File: config.mk
export PLATFORM = sky130hd
export DESIGN_NAME = puf_chal_search
export DESIGN_NICKNAME = d
export VERILOG_FILES = /design/src/rtl/puf_chal_search.sv
export SDC_FILE = /design/constraint.sdc
export NUM_CORES = 1
export LEC_CHECK = 0
export ABC_AREA = 1
export BUFFER_PORTS_ARGS = -buffer_cell sky130_fd_sc_hd__buf_2
export CAP_MARGIN = 20
export CORE_MARGIN = 3
export CORE_UTILIZATION = 35
export CTS_CLUSTER_SIZE = 10
export DETAILED_ROUTE_END_ITERATION = 10
export PLACE_DENSITY_LB_ADDON = 0.25
export SLEW_MARGIN = 20
export SYNTH_ARGS = -nofsm -noshare
export SYNTH_HDL_FRONTEND = slang
export SYNTH_SLANG_ARGS = --single-unit
export TNS_END_PERCENT = 20
File: constraint.sdc
create_clock -name clk -period 1.59 [get_ports clk]
set_input_delay 0.318 -clock clk [delete_from_list [all_inputs] [get_ports clk]]
set_output_delay 0.318 -clock clk [all_outputs]
set_load 0.005 [all_outputs]
File: src/rtl/puf_chal_search.sv
module puf_chal_search #(
  parameter int WIN_LEN = 8,
  parameter int SETTLE = 2,
  parameter int MAX_WIN = 3,
  parameter logic [31:0] SEED = 32'hACE1_5EED,
  localparam int BW = $clog2(WIN_LEN/2 + 1),
  localparam int CNT_W = $clog2(WIN_LEN + 1),
  localparam int SET_W = $clog2(SETTLE + 1),
  localparam int WC_W = $clog2(MAX_WIN + 1)
) (
  input  logic          clk,
  input  logic          rst_n,
  input  logic [BW-1:0] band,
  input  logic          puf_resp,
  output logic [31:0]   challenge,
  output logic          resp_take,
  output logic          searching,
  output logic          rnd_valid,
  output logic          rnd_bit
);
  typedef enum logic [1:0] {SEARCH, EVALUATE, GENERATE, NEWCHAL} state_t;
  localparam logic [CNT_W-1:0] HALF = CNT_W'(WIN_LEN/2);

  state_t           state;
  logic [SET_W-1:0] set_cnt;
  logic [CNT_W-1:0] samp_cnt, ones, diff;
  logic [WC_W-1:0]  win_cnt;
  logic             gen_mode, have, first;

  assign resp_take = (state == SEARCH || state == GENERATE) && set_cnt == SET_W'(SETTLE);
  assign searching = !(state == GENERATE || (state == EVALUATE && gen_mode));
  assign diff = (ones >= HALF) ? ones - HALF : HALF - ones;
  wire   in_band = diff <= CNT_W'(band);
  wire   last_samp = samp_cnt == CNT_W'(WIN_LEN - 1);
  wire [31:0] lfsr_next = {challenge[30:0], challenge[31] ^ challenge[21] ^ challenge[1] ^ challenge[0]};

  always_ff @(posedge clk) begin
    if (!rst_n) begin
      state <= SEARCH;
      challenge <= SEED;
      set_cnt <= '0;
      samp_cnt <= '0;
      ones <= '0;
      win_cnt <= '0;
      gen_mode <= 1'b0;
      have <= 1'b0;
      first <= 1'b0;
      rnd_valid <= 1'b0;
      rnd_bit <= 1'b0;
    end else begin
      rnd_valid <= 1'b0;
      case (state)
        SEARCH, GENERATE: begin
          set_cnt <= resp_take ? '0 : set_cnt + SET_W'(1);
          if (resp_take) begin
            ones <= ones + CNT_W'(puf_resp);
            if (state == GENERATE) begin
              if (!have) begin
                first <= puf_resp;
                have <= 1'b1;
              end else begin
                have <= 1'b0;
                rnd_valid <= first != puf_resp;
                rnd_bit <= first;
              end
            end
            if (last_samp) begin
              samp_cnt <= '0;
              gen_mode <= state == GENERATE;
              state <= EVALUATE;
            end else begin
              samp_cnt <= samp_cnt + CNT_W'(1);
            end
          end
        end
        EVALUATE: begin
          ones <= '0;
          have <= 1'b0;
          if (in_band) begin
            state <= GENERATE;
            win_cnt <= '0;
          end else if (gen_mode) begin
            state <= SEARCH;
            win_cnt <= '0;
          end else if (win_cnt == WC_W'(MAX_WIN - 1)) begin
            state <= NEWCHAL;
            win_cnt <= '0;
          end else begin
            state <= SEARCH;
            win_cnt <= win_cnt + WC_W'(1);
          end
        end
        default: begin
          challenge <= lfsr_next;
          state <= SEARCH;
        end
      endcase
    end
  end

  a_r4_chal_hold: assert property (@(posedge clk) disable iff (!rst_n)
    !$past(state == NEWCHAL) |-> $stable(challenge));
  a_r5_chal_nonzero: assert property (@(posedge clk) disable iff (!rst_n)
    challenge != 32'd0);
  a_r3_ones_bound: assert property (@(posedge clk) disable iff (!rst_n)
    ones <= CNT_W'(WIN_LEN));
  a_r4_budget: assert property (@(posedge clk) disable iff (!rst_n)
    win_cnt < WC_W'(MAX_WIN));
  a_r7_valid_gen: assert property (@(posedge clk) disable iff (!rst_n)
    rnd_valid |-> !searching);
  a_r6_lock_from_eval: assert property (@(posedge clk) disable iff (!rst_n)
    $fell(searching) |-> $past(state == EVALUATE));
endmodule

==> results.toml, run 1 <==
[outcome]
status = "complete, but fails checks"
violations = "negative setup slack"

[finish]
drive_gt1_share_pct = 29.3
fin_nets = 364
area_delta_synth_final_pct = 14.5
insertedDiodeCount = 0
fin_util_pct = 41.5

[global_routing]
grt_max_degree = 34
overflow = 0
antenna_found_initial = 0
grtUsageTotal_pct = 12.4
grt_pass1_vias = 1892
grt_pass1_wl_mm = 8.39

[detailed_routing]
dr.pass1.iters = 4
wirelength_mm = 4.89
ant_nets = 0
drtIter0Drc = 68
drc = 0
wl_per_cell_um = 11.0
vias = 1967
avgViaCountPerCell = 4.43

[pwr]
p_int_mw = 1.83
p_per_area_mw_per_mm2 = 839
peakVddDrop_mv = 0.411
p_comb_share_pct = 7.2
swShare_pct = 23.2
seqPwrFrac_pct = 54.6
p_switching_uw = 551
leakagePower_nw = 1.26
power.share.clock_pct = 38.2

[sta]
final.min_clock_period_ps = 1660
fin_crit_sh_pct = 104
finalMaxSlewViolations = 0
rsz0062_at_grt = "yes"
worst_pin_slew_ps = 496
setup_ws_ps = -68.7
timing.slew.headroom_pct = 66.9
hold_viol = 0
finClkSkew_ps = 8.52
finalSetupViolations = 5
max_freq_mhz = 603

[synth]
synth-seq-area-share_pct = 41.2
syn_inst = 325
synth.avg_cell_area_um2 = 7.62
netlist_area_mm2 = 0.00248
ys_types = 28
synthFlopType = "dfxtp_1"
yosys.area.top_type_share_pct = 41.2
synth_nets = 342
yosysTopAreaCell = "dfxtp_1"
synthTopCellsByArea = "dfxtp_1 (41%), buf_4 (9.7%), nand2_1 (9.6%)"
ys_seq_elements = 51
synthArstFlopShare_pct = 0
synth_common_cells = "nand2_1 (63), dfxtp_1 (51), nor2_1 (37), buf_4 (32), nand3_1 (28)"
synth.most_common_cell = "nand2_1"
synth-warning-count = 0
synth_edf_count = 0

[setup_path]
end_kind = "register"
cp-start-kind = "register"
cp_max_fo = 3
critical_path_arrival_ps = 1890
crit_type = "register to register"
required_ps = 1830

[clock_tree]
htree_levels = 2
cts-root-buf = "clkbuf_8"
cts_buffers = 5
clock_insertion_delay_worst_skew_ps = 310
cts_tree = "done"
cts.sinks = 51
clockBufferDepth = 2
path_clk_slew_ps = 90

[place]
dp_slack_ps = -115
gp_congestion = 0.740
hpwl_mm = 3.42
io_buffers = 41

[die]
die-area_mm2 = 0.00812
die_h_um = 90.1
rows = 30
start_util_pct = 36.2
die_w_um = 90.1
ios = 42
core_area_mm2 = 0.00683

[min_path]
hp-class = "input port to register"

[run]
max_cap_viol_count = 0
sequential cells by signal, indices dropped and copies added, names as in the netlist:
signal	flops
challenge	32
ones	4
samp_cnt	4
set_cnt	2
state	2
win_cnt	2
first	1
gen_mode	1
have	1
rnd_bit	1
rnd_valid	1
critical path, cell delays in order, from the launching register on:
cell and delay, ps:
dfxtp_2 340, inv_2 50, ha_4 220, nand2_1 50
o21ai_1 60, ha_1 290, nand2_1 50, nand2_1 50
nand2_1 60, nand2_2 70, and2_4 150, nand3_2 60
a21oi_2 130
logic make-up (layout without fill, tap and decap cells):
| group | Yosys count | in the layout | share of synthesized area, % |
|---|---|---|---|
| adder cells (fa/ha/maj) | 11 | 11 | 5.56 |
| buffers and inverters | 72 | 95 | 16.1 |
| XOR/XNOR | 2 | 2 | 0.708 |
| AND/OR/NAND/NOR | 141 | 141 | 25.2 |
| flip-flops | 51 | 51 | 41.2 |
| AO/OA/AOI/OAI | 48 | 48 | 11.3 |
metrics by stage:
stage          cells  hold WS, ps  area [um2]  power (mW)  TNS [ps]
2_1_floorplan    325          417        2480        1.43     -52.7
3_3_place_gp     433          432        2640        1.48      -167
3_5_place_dp     433          437        2640        1.48      -329
4_1_cts          444          224        2820        2.41      -186
5_1_grt          444          243        2830        2.48      -950
6_report         444          234        2830        2.38      -151
layer usage:
metal | track usage (%) | up-vias | wire length, um | share of wire [%]
li1 | - | 1049 | - | -
met1 | 16.2 | 888 | 2500 | 51
met2 | 20.3 | 24 | 2200 | 45
met3 | 2.76 | 6 | 133 | 2.7
met4 | 4.21 | 0 | 56 | 1.1
met5 | 0 | - | 0 | 0
placed cells by master (no fill, tap or decap), types with 2 or more instances in the layout:
cell / instances
nand2_1: 62
nor3_1: 2
o21ai_0: 20
nand4_1: 2
nand3_2: 3
clkbuf_8: 5
ha_2: 3
nand2_2: 3
dfxtp_1: 47
dfxtp_2: 4
a211oi_1: 3
inv_1: 22
nand3_1: 26
inv_2: 5
nor2_1: 37
nor2_4: 3
ha_1: 7
a21oi_2: 7
buf_4: 16
buf_2: 41
a21oi_1: 12
nand2_4: 2
what timing repair did:
item,in CTS,in global routing
pin swaps,5,5
resized for setup,12,3
endpoints found under the setup margin,6,9
buffers inserted,3,0
hold buffers,0,0
path summary, 6_finish.rpt:
check	from	end	slack, ps	cells past startpoint
worst max-delay path	ones[0]$_SDFFE_PN0P_	win_cnt[0]$_SDFFE_PN0P_	-70	12
worst max register to register	ones[0]$_SDFFE_PN0P_	win_cnt[0]$_SDFFE_PN0P_	-70	12
worst min register to register	rnd_bit$_SDFFE_PN0P_	rnd_bit$_SDFFE_PN0P_	450	2
worst min-delay path	puf_resp	rnd_valid$_SDFF_PN0_	230	2
final cells by class:
type,instances,area (um2)
multi-input cells,202,1110
well taps,96,120
repair buffers,59,357
flip-flops and latches,51,1030
inverters,28,108
clock buffers,5,68.8
fillers,741,4000
clock inverters,3,43.8
power groups by stage:
stage | Clock (mW) | Combinational [mW] | Sequential (mW)
after floorplan | 0 | 0.106 | 1.33
after global placement | 0 | 0.147 | 1.33
after detailed placement | 0 | 0.149 | 1.33
after CTS | 0.944 | 0.168 | 1.30
after global routing | 0.986 | 0.197 | 1.30
final | 0.909 | 0.170 | 1.30
Power figures use the tool's default switching activity.
==> run 2, diff against run 1 <==
==> constraint.sdc (replaced) <==
create_clock -name clk -period 2.15 [get_ports clk]
set_input_delay 0.43 -clock clk [delete_from_list [all_inputs] [get_ports clk]]
set_output_delay 0.43 -clock clk [all_outputs]
set_load 0.005 [all_outputs]
==> run 2 against run 1 <==
Effect of this change:
- die area unchanged
- first-iteration DRC count increased by 69%
- critical path depth decreased by 7
- the run now ends clean
- via count decreased by 3.1%
- largest power group unchanged
- critical path type is now register to output port
- hold slack improved by 150 ps
- final area decreased by 7.2%
==> results.toml, run 2 (synthesis gave the netlist of run 1 again) <==
[run]
max_cap_viol_count = 0

[outcome]
status = "complete, no violations"

[detailed_routing]
drtIter0Drc = 115
wl_per_cell_um = 10.9
wirelength_mm = 4.68
drc = 0
dr.pass1.iters = 4
avgViaCountPerCell = 4.43
ant_nets = 0
vias = 1906

[setup_path]
critical_path_arrival_ps = 1530
crit_chain = "inv_1, ha_1, nor2_4, nor2_4, buf_2"
cp_max_fo = 9
cpPeakStageDelay_ps = 400
required_ps = 1720
cp_common_cell = "nor2_4"
crit_type = "register to output port"
cp-start-kind = "register"
slowest_stage = "dfxtp_1"
end_kind = "output port"

[die]
core_area_mm2 = 0.00683
die-area_mm2 = 0.00812
die_h_um = 90.1
die_w_um = 90.1
start_util_pct = 36.2
ios = 42
rows = 30

[pwr]
p_int_mw = 1.22
swShare_pct = 24.9
leakagePower_nw = 1.17
power.share.clock_pct = 34.4
seqPwrFrac_pct = 59.3
peakVddDrop_mv = 0.331
p_comb_share_pct = 6.3
p_per_area_mw_per_mm2 = 616
p_switching_uw = 404

[clock_tree]
htree_levels = 2
ctsHoldBuffers = 0
cts_buffers = 5
post_cts_resized = 0
path_clk_slew_ps = 100
clock_insertion_delay_worst_skew_ps = 300
cts_tree = "done"
post_cts_buffers = 0
cts.sinks = 51
clockBufferDepth = 2
cts-root-buf = "clkbuf_8"

[sta]
finClkSkew_ps = 10.8
whs_ps = 382
rsz0062_at_grt = "no"
max_freq_mhz = 509
worst_pin_slew_ps = 463
timing.slew.headroom_pct = 69.1
fin_crit_sh_pct = 91.3
hold_viol = 0
final.min_clock_period_ps = 1960
finalSetupViolations = 0
finalMaxSlewViolations = 0
finalSetupTns_ps = 0

[finish]
regMostFlops = "challenge"
largest_register_ffs = 32
insertedDiodeCount = 0
final_area_mm2 = 0.00263
reg_top3 = "challenge: 32 flops, ones: 4 flops, samp_cnt: 4 flops"
fin_nets = 350
drive_gt1_share_pct = 21.3
layout_common_cells = "nand2_1 (63), dfxtp_1 (51), buf_2 (41)"
area_delta_synth_final_pct = 6.22
final_common_cell = "nand2_1"

[place]
placed_cell_area_mm2 = 0.00254
io_buffers = 41
hpwl_mm = 3.29
gp_congestion = 0.744

[global_routing]
grt_pass1_wl_mm = 8.15
grt_max_degree = 32
grtUsageTotal_pct = 11.9
grt_pass1_vias = 1701
overflow = 0
antenna_found_initial = 0

[min_path]
hp-class = "input port to register"
[run 2: cell types whose count changed in the layout (fill, tap and decap cells not counted), moves of 2 or more]
cell,previous run,this run
a21oi_1,12,15
a21oi_2,7,4
buf_4,16,4
clkinvlp_4,0,2
dfxtp_1,47,51
dfxtp_2,4,0
ha_1,7,11
ha_2,3,0
inv_1,22,24
inv_2,5,3
nand3_1,26,28
nand3_2,3,1
[run 2: final cells by class]
class	instances	area (um2)
fillers	753	4200
multi-input cells	202	1060
flip-flops and latches	51	1020
repair buffers	45	235
well taps	96	120
inverters	28	108
clock buffers	5	68.8
clock inverters	3	20.0
[run 2: critical path: cells and delay by family, from the launching register on]
family                   cells  cell delay, ps
flip-flops                   1             400
AND/OR/NAND/NOR              2             330
buffers and inverters        2             220
adder cells (fa/ha/maj)      1             280
[run 2: final timing paths]
kind,start,to,slack (ps),cells after the start
worst min register to register,rnd_bit$_SDFFE_PN0P_,rnd_bit$_SDFFE_PN0P_,450,2
worst max-delay path,state[0]$_SDFFE_PN0P_,resp_take,190,5
worst max register to register,ones[1]$_SDFFE_PN0P_,win_cnt[1]$_SDFFE_PN0P_,340,12
worst min-delay path,puf_resp,rnd_valid$_SDFF_PN0_,380,2
[run 2: metrics by stage]
stage / std cells / utilization [%] / power [mW] / setup slack [ps]
4_1_cts: 430 / 38.5 / 1.65 / 169
6_report: 430 / 38.5 / 1.62 / 187
3_3_place_gp: 422 / 37.2 / 1.08 / 395
3_5_place_dp: 422 / 37.2 / 1.09 / 355
5_1_grt: 430 / 38.5 / 1.70 / 68.0
2_1_floorplan: 325 / - / 1.06 / 471
[run 2: power by group through the flow]
stage / Combinational [mW] / Sequential [mW] / Clock (mW)
6_report: 0.102 / 0.961 / 0.557
5_1_grt: 0.120 / 0.962 / 0.617
4_1_cts: 0.104 / 0.961 / 0.589
3_5_place_dp: 0.104 / 0.983 / 0
3_3_place_gp: 0.102 / 0.982 / 0
2_1_floorplan: 0.0781 / 0.982 / 0
[run 2: layer usage]
layer,part of all wire (%),up-vias,track usage (%)
met5,0,-,0
li1,-,1025,-
met3,4.0,4,2.51
met2,44,29,18.2
met1,51,848,16.8
met4,1.1,0,3.83
==> run 3, diff against run 2 <==
--- a/config.mk
+++ b/config.mk
@@ -5,11 +5,11 @@
 export SDC_FILE = /design/constraint.sdc
 export NUM_CORES = 1
 export LEC_CHECK = 0
-export ABC_AREA = 1
+export ABC_CLOCK_PERIOD_IN_PS = 2150
 export BUFFER_PORTS_ARGS = -buffer_cell sky130_fd_sc_hd__buf_2
 export CAP_MARGIN = 20
 export CORE_MARGIN = 3
-export CORE_UTILIZATION = 35
+export CORE_UTILIZATION = 30
 export CTS_CLUSTER_SIZE = 10
 export DETAILED_ROUTE_END_ITERATION = 10
 export PLACE_DENSITY_LB_ADDON = 0.25
==> run 3 against run 2 <==
Effect of this change:
- sequential power fell by 0.4%
- via count fell by 6.9%
- wire length rose by 2.5%
- core utilization fell by 4.2 points
- sequential share of layout area fell by 1.1 points
- critical endpoint is now win_cnt[1]$_SDFFE_PN0P_
- largest power group unchanged
==> results.toml, run 3 <==
[outcome]
status = "complete, no violations"

[die]
ios = 42
die_h_um = 97.2
die_w_um = 97.2
die-area_mm2 = 0.00945
rows = 32
core_area_mm2 = 0.00789
start_util_pct = 31.6

[pwr]
leakagePower_nw = 1.01
power.share.clock_pct = 36.4
p_int_mw = 1.24
seqPwrFrac_pct = 58.8
p_switching_uw = 385
p_comb_share_pct = 4.9
swShare_pct = 23.6
p_per_area_mw_per_mm2 = 602
peakVddDrop_mv = 0.284

[global_routing]
grt_pass1_wl_mm = 8.40
grt_max_degree = 37
grtUsageTotal_pct = 10.7
overflow = 0
antenna_found_initial = 0
grt_pass1_vias = 1787

[min_path]
hp-class = "input port to register"

[synth]
synth-seq-area-share_pct = 40.9
synth_edf_count = 0
synth_nets = 296
synth.most_common_cell = "dfxtp_1"
synthFlopType = "dfxtp_1"
syn_inst = 279
synth-warning-count = 0
synthArstFlopShare_pct = 0
synth.avg_cell_area_um2 = 8.95
ys_seq_elements = 51
yosys.area.top_type_share_pct = 40.9
ys_types = 38
synth_common_cells = "dfxtp_1 (51), mux2i_1 (34), buf_4 (31), nand2_1 (30), nor2_1 (27)"
synthTopCellsByArea = "dfxtp_1 (41%), mux2i_1 (14%), buf_4 (9.3%)"
netlist_area_mm2 = 0.00250
yosysTopAreaCell = "dfxtp_1"

[setup_path]
cpPeakStageDelay_ps = 370
cp-start-kind = "register"
required_ps = 2360
rrSetupSlack_ps = 120
crit_chain = "inv_2, ha_1, nand2_1, o21ai_0, ha_1, nor2b_1, o311ai_2, a21oi_2, a41o_1"
cp_common_cell = "ha_1"
slowest_stage = "dfxtp_2"
critical_path_arrival_ps = 2240
end_kind = "register"
cp_max_fo = 4
crit_type = "register to register"

[finish]
insertedDiodeCount = 0
regMostFlops = "challenge"
fin_nets = 305
reg_top3 = "challenge: 32 flops, ones: 4 flops, samp_cnt: 4 flops"
drive_gt1_share_pct = 22.1
fillCellCount = 830
largest_register_ffs = 32
layout_common_cells = "dfxtp_1 (50), buf_2 (41), mux2i_1 (34)"
fin_util_pct = 34.3
final_common_cell = "dfxtp_1"
area_delta_synth_final_pct = 8.52

[sta]
finalMaxSlewViolations = 0
timing.slew.headroom_pct = 67.5
final.min_clock_period_ps = 2030
whs_ps = 426
fin_crit_sh_pct = 94.4
hold_viol = 0
finClkSkew_ps = 3.51
finalSetupViolations = 0
worst_pin_slew_ps = 487
rsz0062_at_grt = "yes"
max_freq_mhz = 493

[place]
gp_congestion = 0.741
hpwl_mm = 3.36
io_buffers = 41

[detailed_routing]
ant_nets = 0
drc = 0
vias = 1775
dr.pass1.iters = 4
drtIter0Drc = 64
wirelength_mm = 4.79
wl_per_cell_um = 12.3
avgViaCountPerCell = 4.54

[clock_tree]
path_clk_slew_ps = 90
post_cts_buffers = 0
cts_buffers = 5
cts.sinks = 51
cts_tree = "done"
clockBufferDepth = 2
clock_insertion_delay_worst_skew_ps = 310
htree_levels = 2
cts-root-buf = "clkbuf_8"

[run]
max_cap_viol_count = 0
-- run 3: what timing repair did --
item,in CTS,in global routing
setup endpoints to repair,2,4
resized for setup,1,4
hold endpoints to repair,0,0
hold buffers,0,0
pin swaps,0,2
-- run 3: through the flow --
step	std cells	setup TNS [ps]	setup WS (ps)	cell area [um2]	power (mW)
6_report	391	0	121	2710	1.63
5_1_grt	391	-12.2	-11.8	2710	1.71
4_1_cts	391	0	48.5	2700	1.65
3_5_place_dp	383	-42.1	-26.6	2590	1.06
3_3_place_gp	383	0	15.4	2590	1.06
2_1_floorplan	279	0	174	2500	1.03
-- run 3: worst paths after layout --
| path | startpoint | end | cells past startpoint |
|---|---|---|---|
| min reg2reg | ones[0]$_SDFFE_PN0P_ | ones[0]$_SDFFE_PN0P_ | 2 |
| max | ones[0]$_SDFFE_PN0P_ | win_cnt[1]$_SDFFE_PN0P_ | 9 |
| max reg2reg | ones[0]$_SDFFE_PN0P_ | win_cnt[1]$_SDFFE_PN0P_ | 9 |
| min | puf_resp | first$_SDFFE_PN0P_ | 3 |
-- run 3: worst max-delay path, delay by kind of cell, from the launching register on --
| family | cells | cell delay, ps |
|---|---|---|
| AO/OA/AOI/OAI | 4 | 780 |
| adder cells (fa/ha/maj) | 2 | 540 |
| buffers and inverters | 1 | 40 |
| flip-flops | 1 | 370 |
| AND/OR/NAND/NOR | 2 | 190 |
-- run 3: cell families after synthesis --
kind of cell    share of synthesized area (%)
simple gates                             17.3
buf+inv                                  13.6
flops                                    40.9
mux                                      13.6
compound gates                           7.62
fa+ha+maj                                5.51
xor+xnor                                 1.40
-- run 3: per-layer routing --
| layer | wire (um) | track usage (%) | up-vias |
|---|---|---|---|
| met5 | 0 | 0 | - |
| met4 | 38 | 4.47 | 0 |
| met3 | 145 | 2.08 | 5 |
| met2 | 2190 | 17.5 | 27 |
| met1 | 2420 | 13.7 | 813 |
| li1 | - | - | 930 |
-- run 3: area by class of cell --
| type | instances | area, um2 | area share (%) |
|---|---|---|---|
| Sequential cell | 51 | 1020 | 37.7 |
| Tap cell | 102 | 128 | 4.71 |
| Clock inverter | 2 | 16.3 | 0.600 |
| Multi-Input combinational cell | 172 | 1150 | 42.5 |
| Clock buffer | 6 | 82.6 | 3.05 |
| Timing Repair Buffer | 48 | 270 | 9.98 |
| Inverter | 10 | 37.5 | 1.39 |
-- run 3: power by group through the flow --
stage | Sequential, mW | Clock (mW) | Combinational (mW)
2_1_floorplan | 0.978 | 0 | 0.0545
3_3_place_gp | 0.979 | 0 | 0.0767
3_5_place_dp | 0.979 | 0 | 0.0765
4_1_cts | 0.957 | 0.614 | 0.0804
5_1_grt | 0.959 | 0.655 | 0.0932
6_report | 0.957 | 0.593 | 0.0795
